<file path="config.mk">
export PLATFORM = sky130hd
export DESIGN_NAME = thermo_sensor_ctrl
export DESIGN_NICKNAME = d
export VERILOG_FILES = /design/src/rtl/thermo_pkg.sv /design/src/rtl/thermo_regfile.sv /design/src/rtl/thermo_seq.sv /design/src/rtl/thermo_avg.sv /design/src/rtl/thermo_sensor_ctrl.sv
export SDC_FILE = /design/constraint.sdc
export NUM_CORES = 1
export LEC_CHECK = 0
export ABC_AREA = 0
export BUFFER_PORTS_ARGS = -buffer_cell sky130_fd_sc_hd__buf_2
export CAP_MARGIN = 20
export CORE_ASPECT_RATIO = 0.5
export CORE_UTILIZATION = 55
export DETAILED_ROUTE_END_ITERATION = 10
export GPL_TIMING_DRIVEN = 0
export PLACE_DENSITY = 0.81
export SKIP_LAST_GASP = 1
export SLEW_MARGIN = 30
export SYNTH_ARGS = -nofsm -noshare
export SYNTH_HDL_FRONTEND = slang
export SYNTH_SLANG_ARGS = --single-unit
export TNS_END_PERCENT = 100
</file>
<file path="constraint.sdc">
create_clock -name clk -period 6.5 [get_ports clk]
set_input_delay 1.3 -clock clk [delete_from_list [all_inputs] [get_ports clk]]
set_output_delay 1.3 -clock clk [all_outputs]
set_load 0.01 [all_outputs]
</file>
<file path="src/rtl/thermo_pkg.sv">
package thermo_pkg;
    localparam int CTL_W     = 32;
    localparam int BIT_START = 0;
    localparam int BIT_RST   = 1;
    localparam int BIT_EN    = 2;
    localparam int BIT_BYP   = 6;
    localparam int CH_LSB    = 13;
    localparam int CH_W      = 4;
    localparam int OSR_LSB   = 24;
    localparam int OSR_W     = 2;
    localparam int MODE_LSB  = 30;
    localparam logic [1:0] MODE_EXT = 2'd2;
    localparam int AVG_W     = 3;
    localparam int VALID_BIT = 16;
    localparam int SEL_W     = CH_W + 1;

    localparam logic [1:0] ADDR_CTLA = 2'd0;
    localparam logic [1:0] ADDR_CTLB = 2'd1;
    localparam logic [1:0] ADDR_STAT = 2'd2;

    typedef enum logic [1:0] {
        PH_IDLE,
        PH_SETTLE,
        PH_SAMPLE
    } phase_e;

    typedef struct packed {
        logic             run;
        logic [SEL_W-1:0] sel;
        logic [OSR_W-1:0] osr;
        logic [AVG_W-1:0] avg_log;
    } cfg_t;
endpackage

</file>
<file path="src/rtl/thermo_regfile.sv">
module thermo_regfile
    import thermo_pkg::*;
#(
    parameter int CODE_W = 10
) (
    input  logic              clk,
    input  logic              rst_n,
    input  logic              wr_en,
    input  logic [1:0]        addr,
    input  logic [CTL_W-1:0]  wr_data,
    input  logic [CODE_W-1:0] stat_code,
    input  logic              stat_valid,
    output logic [CTL_W-1:0]  rd_data,
    output cfg_t              cfg
);
    typedef struct packed {
        logic [CTL_W-1:0] ctla;
        logic [CTL_W-1:0] ctlb;
    } regs_t;

    regs_t r_d, r_q;
    logic [1:0]       mode;
    logic [CTL_W-1:0] stat_word;

    always_comb begin
        r_d = r_q;
        if (wr_en) begin
            case (addr)
                ADDR_CTLA: r_d.ctla = wr_data;
                ADDR_CTLB: r_d.ctlb = wr_data;
                default:   r_d = r_q;
            endcase
        end
    end

    always_ff @(posedge clk or negedge rst_n) begin
        if (!rst_n) r_q <= '0;
        else        r_q <= r_d;
    end

    always_comb begin
        mode        = r_q.ctla[MODE_LSB +: 2];
        cfg.run     = r_q.ctla[BIT_START] & r_q.ctla[BIT_EN] & ~r_q.ctla[BIT_RST];
        cfg.sel     = (mode == MODE_EXT) ?
                      SEL_W'(r_q.ctla[CH_LSB +: CH_W]) + SEL_W'(1) : '0;
        cfg.osr     = r_q.ctla[OSR_LSB +: OSR_W];
        cfg.avg_log = r_q.ctla[BIT_BYP] ? '0 : r_q.ctlb[AVG_W-1:0];
    end

    always_comb begin
        stat_word                = '0;
        stat_word[CODE_W-1:0]    = stat_code;
        stat_word[VALID_BIT]     = stat_valid;
        case (addr)
            ADDR_CTLA: rd_data = r_q.ctla;
            ADDR_CTLB: rd_data = r_q.ctlb;
            ADDR_STAT: rd_data = stat_word;
            default:   rd_data = '0;
        endcase
    end
endmodule

</file>
<file path="src/rtl/thermo_seq.sv">
module thermo_seq
    import thermo_pkg::*;
#(
    parameter int SETTLE_CYC  = 750000,
    parameter int SAMPLE_BASE = 12500
) (
    input  logic clk,
    input  logic rst_n,
    input  cfg_t cfg,
    output logic strobe,
    output logic flush
);
    localparam int MAX_PERIOD = SAMPLE_BASE << ((1 << OSR_W) - 1);
    localparam int MAX_CNT    = (SETTLE_CYC > MAX_PERIOD) ? SETTLE_CYC : MAX_PERIOD;
    localparam int CNT_W      = $clog2(MAX_CNT + 1);

    typedef struct packed {
        phase_e           phase;
        logic [CNT_W-1:0] cnt;
        logic [SEL_W-1:0] src;
    } seq_t;

    seq_t s_d, s_q;
    logic [CNT_W-1:0] period_m1;
    logic             src_moved;

    always_comb begin
        period_m1 = (CNT_W'(SAMPLE_BASE) << cfg.osr) - CNT_W'(1);
        src_moved = (cfg.sel != s_q.src);
        s_d       = s_q;
        flush     = 1'b0;
        strobe    = cfg.run && !src_moved && (s_q.phase == PH_SAMPLE) && (s_q.cnt == '0);

        if (!cfg.run) begin
            s_d.phase = PH_IDLE;
            s_d.cnt   = '0;
            flush     = 1'b1;
        end else if (s_q.phase == PH_IDLE || src_moved) begin
            s_d.phase = PH_SETTLE;
            s_d.cnt   = CNT_W'(SETTLE_CYC - 1);
            s_d.src   = cfg.sel;
            flush     = 1'b1;
        end else if (s_q.cnt == '0) begin
            s_d.phase = PH_SAMPLE;
            s_d.cnt   = period_m1;
        end else begin
            s_d.cnt   = s_q.cnt - CNT_W'(1);
        end
    end

    always_ff @(posedge clk or negedge rst_n) begin
        if (!rst_n) s_q <= '{phase: PH_IDLE, cnt: '0, src: '0};
        else        s_q <= s_d;
    end
endmodule

</file>
<file path="src/rtl/thermo_avg.sv">
module thermo_avg
    import thermo_pkg::*;
#(
    parameter int CODE_W = 10
) (
    input  logic              clk,
    input  logic              rst_n,
    input  logic              flush,
    input  logic              take,
    input  logic [CODE_W-1:0] code,
    input  logic [AVG_W-1:0]  avg_log,
    output logic [CODE_W-1:0] result,
    output logic              valid
);
    localparam int MAX_LOG = (1 << AVG_W) - 1;
    localparam int ACC_W   = CODE_W + MAX_LOG;
    localparam int NCNT_W  = MAX_LOG + 2;

    typedef struct packed {
        logic [ACC_W-1:0]  acc;
        logic [NCNT_W-1:0] n;
        logic [CODE_W-1:0] res;
        logic              vld;
    } avg_t;

    avg_t a_d, a_q;
    logic [ACC_W-1:0]  acc_nx;
    logic [NCNT_W-1:0] n_nx;
    logic [NCNT_W-1:0] target;

    always_comb begin
        a_d    = a_q;
        acc_nx = a_q.acc + ACC_W'(code);
        n_nx   = a_q.n + NCNT_W'(1);
        target = NCNT_W'(1) << avg_log;
        if (flush) begin
            a_d.acc = '0;
            a_d.n   = '0;
            a_d.vld = 1'b0;
        end else if (take) begin
            if (n_nx >= target) begin
                a_d.res = CODE_W'(acc_nx >> avg_log);
                a_d.vld = 1'b1;
                a_d.acc = '0;
                a_d.n   = '0;
            end else begin
                a_d.acc = acc_nx;
                a_d.n   = n_nx;
            end
        end
    end

    always_ff @(posedge clk or negedge rst_n) begin
        if (!rst_n) a_q <= '0;
        else        a_q <= a_d;
    end

    assign result = a_q.res;
    assign valid  = a_q.vld;
endmodule

</file>
<file path="src/rtl/thermo_sensor_ctrl.sv">
module thermo_sensor_ctrl
    import thermo_pkg::*;
#(
    parameter int CODE_W      = 10,
    parameter int SETTLE_CYC  = 750000,
    parameter int SAMPLE_BASE = 12500
) (
    input  logic              clk,
    input  logic              rst_n,
    input  logic              wr_en,
    input  logic [1:0]        addr,
    input  logic [31:0]       wr_data,
    output logic [31:0]       rd_data,
    input  logic [CODE_W-1:0] raw_code,
    output logic              smp_strobe,
    output logic [4:0]        mux_sel
);
    cfg_t              cfg;
    logic              flush;
    logic              strobe_w;
    logic [CODE_W-1:0] res_w;
    logic              valid_w;
    logic              run_w;

    thermo_regfile #(.CODE_W(CODE_W)) u_regs (
        .clk        (clk),
        .rst_n      (rst_n),
        .wr_en      (wr_en),
        .addr       (addr),
        .wr_data    (wr_data),
        .stat_code  (res_w),
        .stat_valid (valid_w),
        .rd_data    (rd_data),
        .cfg        (cfg)
    );

    thermo_seq #(.SETTLE_CYC(SETTLE_CYC), .SAMPLE_BASE(SAMPLE_BASE)) u_seq (
        .clk    (clk),
        .rst_n  (rst_n),
        .cfg    (cfg),
        .strobe (strobe_w),
        .flush  (flush)
    );

    thermo_avg #(.CODE_W(CODE_W)) u_avg (
        .clk     (clk),
        .rst_n   (rst_n),
        .flush   (flush),
        .take    (strobe_w),
        .code    (raw_code),
        .avg_log (cfg.avg_log),
        .result  (res_w),
        .valid   (valid_w)
    );

    assign run_w      = cfg.run;
    assign smp_strobe = strobe_w;
    assign mux_sel    = cfg.sel;
endmodule

</file>
==> load_flow_metrics.sql, run 1 <==
INSERT INTO impl_metrics (metric_group, metric, value, unit) VALUES
('route', 'postRouteWirelength', '19700', 'um'),
('floorplan', 'core_area', '13700', 'um2'),
('pwr', 'power.share.combinational', '28.3', '%'),
('setup_path', 'cp-start-kind', 'primary input', ''),
('synthesis', 'synth_edf_count', '0', ''),
('cts', 'clk_root_buffer_cell', 'sky130_fd_sc_hd__clkbuf_16', ''),
('pwr', 'power_switching_share', '34.6', '%'),
('route', 'wl_per_cell', '17.5', 'um'),
('timing', 'rsz0062_at_grt', 'no', ''),
('synthesis', 'syn-cell-area', '7820', 'um2'),
('route', 'drtAntennaViolNets', '0', ''),
('timing', 'min_period_over_period', '63.0', '%'),
('cells_and_area', 'num-nets-final', '998', ''),
('route', 'firstDrtPassIters', '5', ''),
('floorplan', 'floorplan.rows', '30', ''),
('timing', 'setup_viol', '0', ''),
('timing', 'worstMarginPinSlew', '950', 'ps'),
('setup_path', 'worst_ep_required_time', '5200', 'ps'),
('cts', 'clockBufferDepth', '2', ''),
('setup_path', 'setup.worst_path.end_class', 'output pin', ''),
('global_route', 'grt_max_degree', '66', ''),
('floorplan', 'dieWidth', '171', 'um'),
('placement', 'placed_area', '8510', 'um2'),
('cts', 'clock_slew_seen_by_the_registers_of_the_worst_setup_and_hold_paths', '60', 'ps'),
('cts', 'clk_latency', '420', 'ps'),
('cells_and_area', 'final_area', '9060', 'um2'),
('placement', 'port_buffers', '82', ''),
('global_route', 'initial_antenna_violation_count', '0', ''),
('cts', 'cts_hold_repair.buffers', '0', ''),
('cts', 'post_cts.resized_instances', '0', ''),
('setup_path', 'cp_max_fo', '10', ''),
('timing', 'finalHoldViolations', '0', ''),
('job', 'cap_viol_max_count', '0', ''),
('route', 'first_iter_violations', '476', ''),
('pwr', 'power.switching', '906', 'uW'),
('synthesis', 'yosysWarningCount', '0', ''),
('synthesis', 'synth-main-ff-cell', 'sky130_fd_sc_hd__dfrtp_1', ''),
('global_route', 'globalRoute.totalOverflow', '0', ''),
('pwr', 'pwr-share-seq', '37.3', '%'),
('pwr', 'clockPowerShare', '34.4', '%'),
('synthesis', 'post-synth-top-area-fraction', '40.9', '%'),
('pwr', 'intPower', '1.72', 'mW'),
('pwr', 'cellLeakagePower', '4.17', 'nW'),
('synthesis', 'ys_seq_elements', '128', ''),
('synthesis', 'synthTopCellsByArea', 'sky130_fd_sc_hd__dfrtp_1 41%, sky130_fd_sc_hd__mux2_2 9.6%, sky130_fd_sc_hd__ha_1 5.0%, sky130_fd_sc_hd__mux2i_1 4.5%, sky130_fd_sc_hd__o21ai_0 4.0%', ''),
('pwr', 'ir_drop', '0.190', 'mV'),
('timing', 'slew_viol_final', '0', ''),
('cts', 'post-cts-setup-buffers', '0', ''),
('route', 'route.detailed.drc', '0', ''),
('worst_hold_path', 'worstHoldPathType', 'reg -> reg', ''),
('timing', 'largest_clock_skew_in_the_final_design', '10.2', 'ps'),
('setup_path', 'reg2reg_slack', '2780', 'ps'),
('placement', 'detailed_place_hpwl', '14300', 'um'),
('route', 'route.detailed.vias_per_inst', '5.92', ''),
('synthesis', 'syn-num-nets', '896', ''),
('global_route', 'first_global_vias', '6514', ''),
('synthesis', 'postSynthAreaPerCell', '9.58', 'um2'),
('floorplan', 'chipHeight', '86.3', 'um'),
('timing', 'max_freq', '244', 'MHz'),
('cells_and_area', 'areaGrowthSynthToFinish', '15.8', '%'),
('synthesis', 'synth-async-reset-ratio', '100', '%'),
('synthesis', 'netlist.top_cell.by_area', 'sky130_fd_sc_hd__dfrtp_1', ''),
('status', 'outcome', 'finished, final reports clean', ''),
('synthesis', 'ys_seq_area_share', '40.9', '%'),
('timing', 'timing.slew.headroom', '36.5', '%'),
('timing', 'fin_tns_setup', '0', 'ps'),
('timing', 'finalWorstPathRequiredPeriod', '4100', 'ps'),
('floorplan', 'floorplan.initialDensity', '57.1', '%'),
('synthesis', 'syn-instance-count', '817', ''),
('floorplan', 'io-pin-count', '85', ''),
('cts', 'htree_levels', '4', ''),
('cts', 'cts_tree', 'yes', ''),
('route', 'vias', '6657', ''),
('setup_path', 'critical_path_arrival', '2800', 'ps'),
('pwr', 'cellPowerDensity', '289', 'nW/um2'),
('global_route', 'track_usage', '28.6', '%'),
('cells_and_area', 'antenna_cells', '0', ''),
('setup_path', 'criticalPathCategory', 'in -> out', ''),
('synthesis', 'yosys.cell_types.count', '62', ''),
('cts', 'clock_sinks', '128', ''),
('floorplan', 'die_area', '14700', 'um2'),
('cts', 'cts-buffers-inserted', '17', ''),
('cells_and_area', 'layout-drive-gt1-share', '21.6', '%'),
('placement', 'gp_congestion', '0.937', ''),
('global_route', 'first_pass_grt_wire_length', '32900', 'um');
[registers in the layout, indices dropped and copies added, names as in the netlist]
name,flops
u_avg.valid,1
u_regs.mode,2
u_regs.cfg,2
u_avg.result,10
u_seq.s_q,27
u_regs.r_q,60
u_avg.a_q,26
[per-stage QoR]
step                total power [mW]  util, %  instances  hold slack (ps)  setup slack [ps]
floorplan                       1.50        -        817              448              2750
global route                    2.75     66.1       1124              502              2300
global placement                1.68     61.9       1091              471              2420
finish                          2.62     66.1       1124              487              2400
CTS                             2.62     66.1       1124              493              2390
detailed placement              1.72     62.1       1092              477              2370
[path summary, 6_finish.rpt]
path                                startpoint         endpoint  cells past startpoint
worst max-delay path                   addr[0]      rd_data[29]                      5
worst min-delay path             u_avg.a_q[22]    u_avg.a_q[22]                      2
worst max register to register  u_regs.r_q[38]  u_avg.result[9]                     15
worst min register to register   u_avg.a_q[22]    u_avg.a_q[22]                      2
max in group asynchronous                rst_n    u_avg.a_q[30]                      2
min in group asynchronous                rst_n   u_regs.r_q[44]                      1
[placed cells by master (no fill, tap or decap), types with 12 or more instances in the layout]
| cell type | count |
|---|---|
| sky130_fd_sc_hd__dfrtp_1 | 128 |
| sky130_fd_sc_hd__buf_2 | 84 |
| sky130_fd_sc_hd__nand2_1 | 79 |
| sky130_fd_sc_hd__nor2_1 | 67 |
| sky130_fd_sc_hd__mux2_2 | 67 |
| sky130_fd_sc_hd__o21ai_0 | 62 |
| sky130_fd_sc_hd__a21oi_1 | 42 |
| sky130_fd_sc_hd__clkbuf_1 | 39 |
| sky130_fd_sc_hd__mux2i_1 | 35 |
| sky130_fd_sc_hd__ha_1 | 31 |
| sky130_fd_sc_hd__xnor2_1 | 27 |
| sky130_fd_sc_hd__inv_1 | 23 |
| sky130_fd_sc_hd__nor3_1 | 20 |
| sky130_fd_sc_hd__clkbuf_16 | 17 |
| sky130_fd_sc_hd__nand3_1 | 15 |
| sky130_fd_sc_hd__xor2_1 | 12 |
[cells in the mapped netlist, types with 12 or more instances]
| master | count |
|---|---|
| sky130_fd_sc_hd__dfrtp_1 | 128 |
| sky130_fd_sc_hd__nand2_1 | 79 |
| sky130_fd_sc_hd__mux2_2 | 67 |
| sky130_fd_sc_hd__nor2_1 | 67 |
| sky130_fd_sc_hd__o21ai_0 | 62 |
| sky130_fd_sc_hd__a21oi_1 | 42 |
| sky130_fd_sc_hd__clkbuf_1 | 38 |
| sky130_fd_sc_hd__mux2i_1 | 35 |
| sky130_fd_sc_hd__ha_1 | 31 |
| sky130_fd_sc_hd__xnor2_1 | 27 |
| sky130_fd_sc_hd__inv_1 | 23 |
| sky130_fd_sc_hd__nor3_1 | 20 |
| sky130_fd_sc_hd__nand3_1 | 15 |
| sky130_fd_sc_hd__xor2_1 | 12 |
[cell families (layout without fill, tap and decap cells)]
logic type	Yosys count	count (layout)	synth area share [%]
AO/OA/AOI/OAI	185	185	14.9
XOR/XNOR	39	39	4.37
adder cells (fa/ha/maj)	32	32	5.21
buffers and inverters	76	191	4.03
flip-flops	128	128	40.9
multiplexers	104	104	14.7
AND/OR/NAND/NOR	253	253	15.9
[power by group through the flow]
| stage | logic, mW | clock network, mW | registers (mW) |
|---|---|---|---|
| floorplan | 0.536 | 0 | 0.963 |
| global placement | 0.702 | 0 | 0.978 |
| detailed placement | 0.726 | 0 | 0.989 |
| CTS | 0.738 | 0.905 | 0.976 |
| global route | 0.817 | 0.947 | 0.990 |
| finish | 0.741 | 0.903 | 0.979 |
[area by class of cell]
| class | instances | area (um2) |
|---|---|---|
| fillers | 1092 | 4640 |
| multi-input cells | 613 | 4310 |
| flip-flops and latches | 128 | 3200 |
| repair buffers | 83 | 448 |
| clock buffers | 18 | 429 |
| well taps | 192 | 240 |
| plain buffers | 53 | 229 |
| clock inverters | 14 | 119 |
| inverters | 23 | 86.3 |
[metal layers]
layer	GRT usage, %	part of all wire, %
met1	38.8	45
met2	46.0	47
met3	6.99	7.0
met4	7.29	1.2
met5	0	0
[critical path, cell delays in order]
cell and delay [ps]:
sky130_fd_sc_hd__clkbuf_1 330, sky130_fd_sc_hd__buf_1 630, sky130_fd_sc_hd__mux2i_1 280, sky130_fd_sc_hd__nor2_1 80, sky130_fd_sc_hd__buf_2 170
Note: power is estimated with default switching activity, not from simulation.
==> run 2: changes to the inputs <==
ABC_AREA = 1   (was 0)
clock period = 3.91 ns   (was 6.5 ns; I/O delays follow)
==> load_flow_metrics.sql, run 2 <==
INSERT INTO impl_metrics (metric_group, metric, value, unit) VALUES
('cts', 'clock_slew_seen_by_the_registers_of_the_worst_setup_and_hold_paths', '70', 'ps'),
('setup_path', 'cp_max_fo', '10', ''),
('synthesis', 'post-synth-top-area-fraction', '40.5', '%'),
('floorplan', 'chipHeight', '86.8', 'um'),
('timing', 'largest_clock_skew_in_the_final_design', '11.1', 'ps'),
('job', 'cap_viol_max_count', '0', ''),
('cells_and_area', 'antenna_cells', '0', ''),
('floorplan', 'floorplan.rows', '30', ''),
('cts', 'clockBufferDepth', '2', ''),
('synthesis', 'yosys.cell_types.count', '42', ''),
('synthesis', 'synth_edf_count', '0', ''),
('cells_and_area', 'largest_registers', 'u_regs.r_q (60), u_seq.s_q (27), u_avg.a_q (26)', ''),
('global_route', 'globalRoute.totalOverflow', '0', ''),
('synthesis', 'ys_seq_elements', '128', ''),
('cts', 'clk_root_buffer_cell', 'sky130_fd_sc_hd__clkbuf_16', ''),
('status', 'outcome', 'finished, final reports clean', ''),
('synthesis', 'yosysWarningCount', '0', ''),
('synthesis', 'netlist.top_cell.by_area', 'sky130_fd_sc_hd__dfrtp_1', ''),
('timing', 'finalWorstPathRequiredPeriod', '3660', 'ps'),
('timing', 'fin_ws', '253', 'ps'),
('synthesis', 'synth_common_cells', '339 x sky130_fd_sc_hd__nand2_1, 149 x sky130_fd_sc_hd__inv_1, 128 x sky130_fd_sc_hd__dfrtp_1', ''),
('setup_path', 'criticalPathCategory', 'reg -> out', ''),
('route', 'drtAntennaViolNets', '0', ''),
('global_route', 'track_usage', '30.9', '%'),
('cells_and_area', 'largest-register', 'u_regs.r_q', ''),
('cells_and_area', 'largest_register_ffs', '60', ''),
('cells_and_area', 'filler_cell_count', '1168', ''),
('timing', 'worstMarginPinSlew', '610', 'ps'),
('route', 'wl_per_cell', '15.4', 'um'),
('global_route', 'first_pass_grt_wire_length', '35800', 'um'),
('setup_path', 'cp.buffers_inverters', '4', ''),
('synthesis', 'synth-async-reset-ratio', '100', '%'),
('cells_and_area', 'final_cell_mix', '339 x sky130_fd_sc_hd__nand2_1, 149 x sky130_fd_sc_hd__inv_1, 128 x sky130_fd_sc_hd__dfrtp_1', ''),
('cells_and_area', 'num-nets-final', '1274', ''),
('cts', 'cts-buffers-inserted', '17', ''),
('worst_hold_path', 'worstHoldPathType', 'in -> async', ''),
('pwr', 'post-layout-total-power', '4.24', 'mW'),
('route', 'postRouteWirelength', '21500', 'um'),
('global_route', 'initial_antenna_violation_count', '0', ''),
('setup_path', 'critical_path.cell_chain', 'inv_1, ha_1, nand3_1, nor2_1, nand3_2, nor4_4, inv_1, clkbuf_1, nor3_1, buf_2', ''),
('cells_and_area', 'final_common_cell', 'sky130_fd_sc_hd__nand2_1', ''),
('setup_path', 'critical_path_arrival', '2870', 'ps'),
('setup_path', 'critical_path.top_delay_family', 'simple AND/OR/NAND/NOR gates', ''),
('cts', 'cts_tree', 'yes', ''),
('synthesis', 'syn-instance-count', '1091', ''),
('cells_and_area', 'layout-drive-gt1-share', '13.2', '%'),
('timing', 'rsz0062_at_grt', 'no', ''),
('setup_path', 'critPathMostFrequentCell', 'sky130_fd_sc_hd__inv_1', ''),
('synthesis', 'postSynthAreaPerCell', '7.25', 'um2'),
('placement', 'detailed_place_hpwl', '15600', 'um'),
('placement', 'placed_area', '8610', 'um2'),
('timing', 'setup_viol', '0', ''),
('global_route', 'first_global_vias', '7554', ''),
('timing', 'finalHoldViolations', '0', ''),
('timing', 'min_period_over_period', '93.5', '%'),
('cts', 'cts_hold_repair.buffers', '0', ''),
('setup_path', 'setup.worst_path.end_class', 'output pin', ''),
('setup_path', 'worst_ep_required_time', '3130', 'ps'),
('floorplan', 'die_area', '14900', 'um2'),
('placement', 'gp_congestion', '0.921', ''),
('cts', 'clock_sinks', '128', ''),
('timing', 'slew_viol_final', '0', ''),
('floorplan', 'dieWidth', '172', 'um'),
('pwr', 'ir_drop', '0.303', 'mV'),
('timing', 'max_freq', '273', 'MHz'),
('placement', 'port_buffers', '84', ''),
('placement', 'pre_cts_slack', '511', 'ps'),
('floorplan', 'floorplan.initialDensity', '57.4', '%'),
('cts', 'htree_levels', '4', ''),
('cts', 'post_cts.resized_instances', '0', ''),
('floorplan', 'io-pin-count', '85', ''),
('setup_path', 'cp_slowest_stage_delay', '380', 'ps'),
('pwr', 'cellLeakagePower', '4.94', 'nW'),
('cells_and_area', 'final_area', '9190', 'um2'),
('route', 'first_iter_violations', '671', ''),
('synthesis', 'yosys.cell_count.top_type', 'sky130_fd_sc_hd__nand2_1', ''),
('synthesis', 'syn-cell-area', '7910', 'um2'),
('setup_path', 'timing.critical_path.slowest_stage_cell', 'sky130_fd_sc_hd__dfrtp_1', ''),
('cells_and_area', 'areaGrowthSynthToFinish', '16.1', '%'),
('synthesis', 'ys_seq_area_share', '40.5', '%'),
('route', 'route.detailed.vias_per_inst', '5.54', ''),
('route', 'route.detailed.drc', '0', ''),
('synthesis', 'synthTopCellsByArea', 'sky130_fd_sc_hd__dfrtp_1 40%, sky130_fd_sc_hd__nand2_1 16%, sky130_fd_sc_hd__nand3_1 7.4%, sky130_fd_sc_hd__inv_1 7.1%, sky130_fd_sc_hd__o21ai_0 5.8%', ''),
('synthesis', 'synth-main-ff-cell', 'sky130_fd_sc_hd__dfrtp_1', ''),
('timing', 'timing.slew.headroom', '59.4', '%'),
('floorplan', 'core_area', '13800', 'um2'),
('route', 'vias', '7744', ''),
('route', 'firstDrtPassIters', '5', ''),
('setup_path', 'cp-start-kind', 'register', ''),
('pwr', 'cellPowerDensity', '462', 'nW/um2'),
('timing', 'fin_tns_setup', '0', 'ps'),
('global_route', 'grt_max_degree', '89', ''),
('cts', 'post-cts-setup-buffers', '0', ''),
('cts', 'clk_latency', '420', 'ps'),
('synthesis', 'syn-num-nets', '1170', '');
## run 2: cell count changes after synthesis, sizes merged, moves of 13 or more
cell / change
inv: +127
nand2: +262
xnor2: -20
mux2i: -35
a21oi: -27
mux2: -67
o21ai: +40
clkbuf: -13
nand3: +106
## run 2: metrics by stage
stage                     std cells  utilization [%]  hold WS, ps
after detailed placement       1368             62.5          472
final                          1399             66.7          235
after global placement         1367             62.2          466
after global routing           1399             66.7          241
after floorplan                1091                -          449
after CTS                      1399             66.6          244
## run 2: worst paths after layout
kind / from / to / slack (ps) / cells after the start
hold / removal: rst_n / u_regs.r_q[49] / 240 / 1
setup / recovery: u_seq.s_q[5] / smp_strobe / 250 / 10
setup reg to reg: u_regs.r_q[1] / u_avg.result[9] / 390 / 19
min in group clk: u_regs.r_q[55] / u_regs.r_q[55] / 490 / 2
max in group asynchronous: rst_n / u_avg.a_q[28] / 2930 / 2
hold reg to reg: u_regs.r_q[55] / u_regs.r_q[55] / 490 / 2
## run 2: area by class of cell
cell class,instances,area [um2],area share (%)
clock inverters,14,145,1.58
clock buffers,17,425,4.63
well taps,192,240,2.61
flip-flops and latches,128,3200,34.9
plain buffers,35,175,1.91
inverters,153,576,6.26
repair buffers,85,458,4.98
multi-input cells,775,3970,43.2
## run 2: cell families after synthesis
group                      synth area share, %
adders and majority gates                 5.16
and+or+nand+nor                           30.8
AOI/OAI and AO/OA                         11.5
buffers and inverters                     9.49
DFF                                       40.5
xor gates and xnor gates                  2.55
## run 2: worst reg2reg max path: cells and delay by family, from the launching register on
family,cells,cell delay (ps)
flip-flops,1,410
AND/OR/NAND/NOR,14,1870
buffers and inverters,4,760
adder cells (fa/ha/maj),1,340
## run 2: report_power, final
part	internal [mW]	leakage, nW	total, mW	switching [mW]
Sequential	1.46	1.63	1.57	0.110
Combinational	0.375	3.03	1.09	0.713
Clock	0.897	0.278	1.58	0.684
## run 2: routing by layer
layer	wire length, um	track usage, %	vias up
met1	9610	41.4	3668
met4	470	11.6	0
met5	0	0	-
met2	9980	49.9	309
li1	-	-	3723
met3	1480	5.94	44
==> run 3: changes to the inputs <==
PLACE_DENSITY = unset   (was 0.81)
PLACE_DENSITY_LB_ADDON = 0.08   (was unset)
==> load_flow_metrics.sql, run 3 (synthesis results as in run 2) <==
INSERT INTO impl_metrics (metric_group, metric, value, unit) VALUES
('timing', 'max_freq', '272', 'MHz'),
('timing', 'setup_viol', '0', ''),
('setup_path', 'setup.worst_path.end_class', 'output pin', ''),
('cells_and_area', 'layout-drive-gt1-share', '13.1', '%'),
('timing', 'slew_viol_final', '0', ''),
('route', 'drtAntennaViolNets', '0', ''),
('cells_and_area', 'areaGrowthSynthToFinish', '15.7', '%'),
('timing', 'fin_ws', '228', 'ps'),
('floorplan', 'dieWidth', '172', 'um'),
('cells_and_area', 'final_common_cell', 'sky130_fd_sc_hd__nand2_1', ''),
('placement', 'gp_congestion', '0.941', ''),
('pwr', 'cellPowerDensity', '454', 'nW/um2'),
('cells_and_area', 'final_cell_mix', '339 x sky130_fd_sc_hd__nand2_1, 149 x sky130_fd_sc_hd__inv_1, 128 x sky130_fd_sc_hd__dfrtp_1', ''),
('timing', 'finalHoldViolations', '0', ''),
('setup_path', 'reg2reg_slack', '450', 'ps'),
('timing', 'finalWorstPathRequiredPeriod', '3680', 'ps'),
('cts', 'post-cts-setup-buffers', '0', ''),
('cts', 'clock_sinks', '128', ''),
('setup_path', 'worst_ep_required_time', '3130', 'ps'),
('timing', 'timing.slew.headroom', '60.1', '%'),
('cells_and_area', 'largest_registers', 'u_regs.r_q (60), u_seq.s_q (27), u_avg.a_q (26)', ''),
('placement', 'dp.cells', '1368', ''),
('cts', 'clock_slew_seen_by_the_registers_of_the_worst_setup_and_hold_paths', '60', 'ps'),
('floorplan', 'chipHeight', '86.8', 'um'),
('setup_path', 'cp_max_fo', '10', ''),
('timing', 'worstMarginPinSlew', '598', 'ps'),
('global_route', 'first_global_vias', '7176', ''),
('cts', 'clockBufferDepth', '2', ''),
('floorplan', 'io-pin-count', '85', ''),
('cells_and_area', 'finalCoreUtilization', '66.4', '%'),
('timing', 'rsz0062_at_grt', 'no', ''),
('placement', 'port_buffers', '84', ''),
('setup_path', 'worst_r2r_endpoint', 'u_avg.result[3]', ''),
('cells_and_area', 'antenna_cells', '0', ''),
('route', 'route.detailed.drc', '0', ''),
('floorplan', 'core_area', '13800', 'um2'),
('cts', 'cts-buffers-inserted', '17', ''),
('pwr', 'ir_drop', '0.226', 'mV'),
('timing', 'min_period_over_period', '94.2', '%'),
('global_route', 'first_pass_grt_wire_length', '34800', 'um'),
('timing', 'largest_clock_skew_in_the_final_design', '17.6', 'ps'),
('cells_and_area', 'largest-register', 'u_regs.r_q', ''),
('cells_and_area', 'final_area', '9150', 'um2'),
('cells_and_area', 'post_route_insts_no_fill', '1399', ''),
('placement', 'pre_cts_slack', '570', 'ps'),
('cts', 'cts_tree', 'yes', ''),
('pwr', 'cellLeakagePower', '4.93', 'nW'),
('cells_and_area', 'num-nets-final', '1274', ''),
('route', 'route.detailed.vias_per_inst', '5.34', ''),
('global_route', 'initial_antenna_violation_count', '0', ''),
('setup_path', 'criticalPathCategory', 'reg -> out', ''),
('cts', 'post_cts.resized_instances', '0', ''),
('setup_path', 'critical_path_arrival', '2900', 'ps'),
('floorplan', 'floorplan.initialDensity', '57.4', '%'),
('global_route', 'grt_max_degree', '81', ''),
('setup_path', 'cp-start-kind', 'register', ''),
('job', 'cap_viol_max_count', '0', ''),
('cells_and_area', 'largest_register_ffs', '60', ''),
('route', 'first_iter_violations', '598', ''),
('route', 'wl_per_cell', '15.2', 'um'),
('setup_path', 'crit_reg_reg_startpoint', 'u_regs.r_q[1]', ''),
('floorplan', 'die_area', '14900', 'um2'),
('cts', 'clk_latency', '430', 'ps'),
('timing', 'fin_tns_setup', '0', 'ps'),
('cts', 'htree_levels', '4', ''),
('global_route', 'track_usage', '30.3', '%'),
('placement', 'detailed_place_hpwl', '15600', 'um'),
('status', 'outcome', 'finished, final reports clean', ''),
('placement', 'placed_area', '8610', 'um2'),
('route', 'postRouteWirelength', '21300', 'um'),
('cts', 'clk_root_buffer_cell', 'sky130_fd_sc_hd__clkbuf_16', ''),
('setup_path', 'worst_r2r_path_depth', '19', ''),
('worst_hold_path', 'worstHoldPathType', 'in -> async', ''),
('route', 'vias', '7465', ''),
('route', 'firstDrtPassIters', '5', ''),
('global_route', 'globalRoute.totalOverflow', '0', ''),
('floorplan', 'floorplan.rows', '30', ''),
('cts', 'cts_hold_repair.buffers', '0', '');
## run 3: report_power, final
part / switching, mW / total, mW / internal, mW
sequential: 0.106 / 1.57 / 1.46
combinational: 0.708 / 1.08 / 0.374
clock: 0.662 / 1.50 / 0.840
## run 3: worst max-delay path by stage
stage	to	start
after floorplan	smp_strobe	u_seq.s_q[5]
after global placement	u_seq.s_q[0]	rst_n
after detailed placement	u_avg.result[7]	u_regs.r_q[1]
after CTS	smp_strobe	u_seq.s_q[5]
after global routing	smp_strobe	u_seq.s_q[5]
final	smp_strobe	u_seq.s_q[5]
## run 3: area by class of cell
cell class	count	area, um2
clock inverter	12	100
fill	1302	4620
timing repair buffer	85	458
clock buffer	19	443
buffer	35	175
multi-input combinational	775	3960
sequential	128	3200
tap	192	240
inverter	153	576
## run 3: critical path, cell delays in order (launching register included)
cell,delay [ps]
sky130_fd_sc_hd__dfrtp_1,380
sky130_fd_sc_hd__inv_1,200
sky130_fd_sc_hd__ha_1,230
sky130_fd_sc_hd__nand3_1,100
sky130_fd_sc_hd__nor2_1,130
sky130_fd_sc_hd__nand3_2,220
sky130_fd_sc_hd__nor4_2,370
sky130_fd_sc_hd__inv_1,160
sky130_fd_sc_hd__clkbuf_1,310
sky130_fd_sc_hd__nor3_1,220
sky130_fd_sc_hd__buf_2,160
## run 3: routing by layer
layer	share of wire (%)	track usage, %	vias to the layer above
li1	-	-	3713
met1	47	40.7	3497
met2	46	50.2	233
met3	6.2	6.94	22
met4	0.88	6.33	0
met5	0	0	-
## run 3: per-stage QoR
| step | hold WS (ps) | power, mW |
|---|---|---|
| final | 272 | 4.15 |
| after global routing | 292 | 4.37 |
| after CTS | 279 | 4.16 |
| after detailed placement | 467 | 2.65 |
| after global placement | 466 | 2.63 |
| after floorplan | 449 | 2.33 |
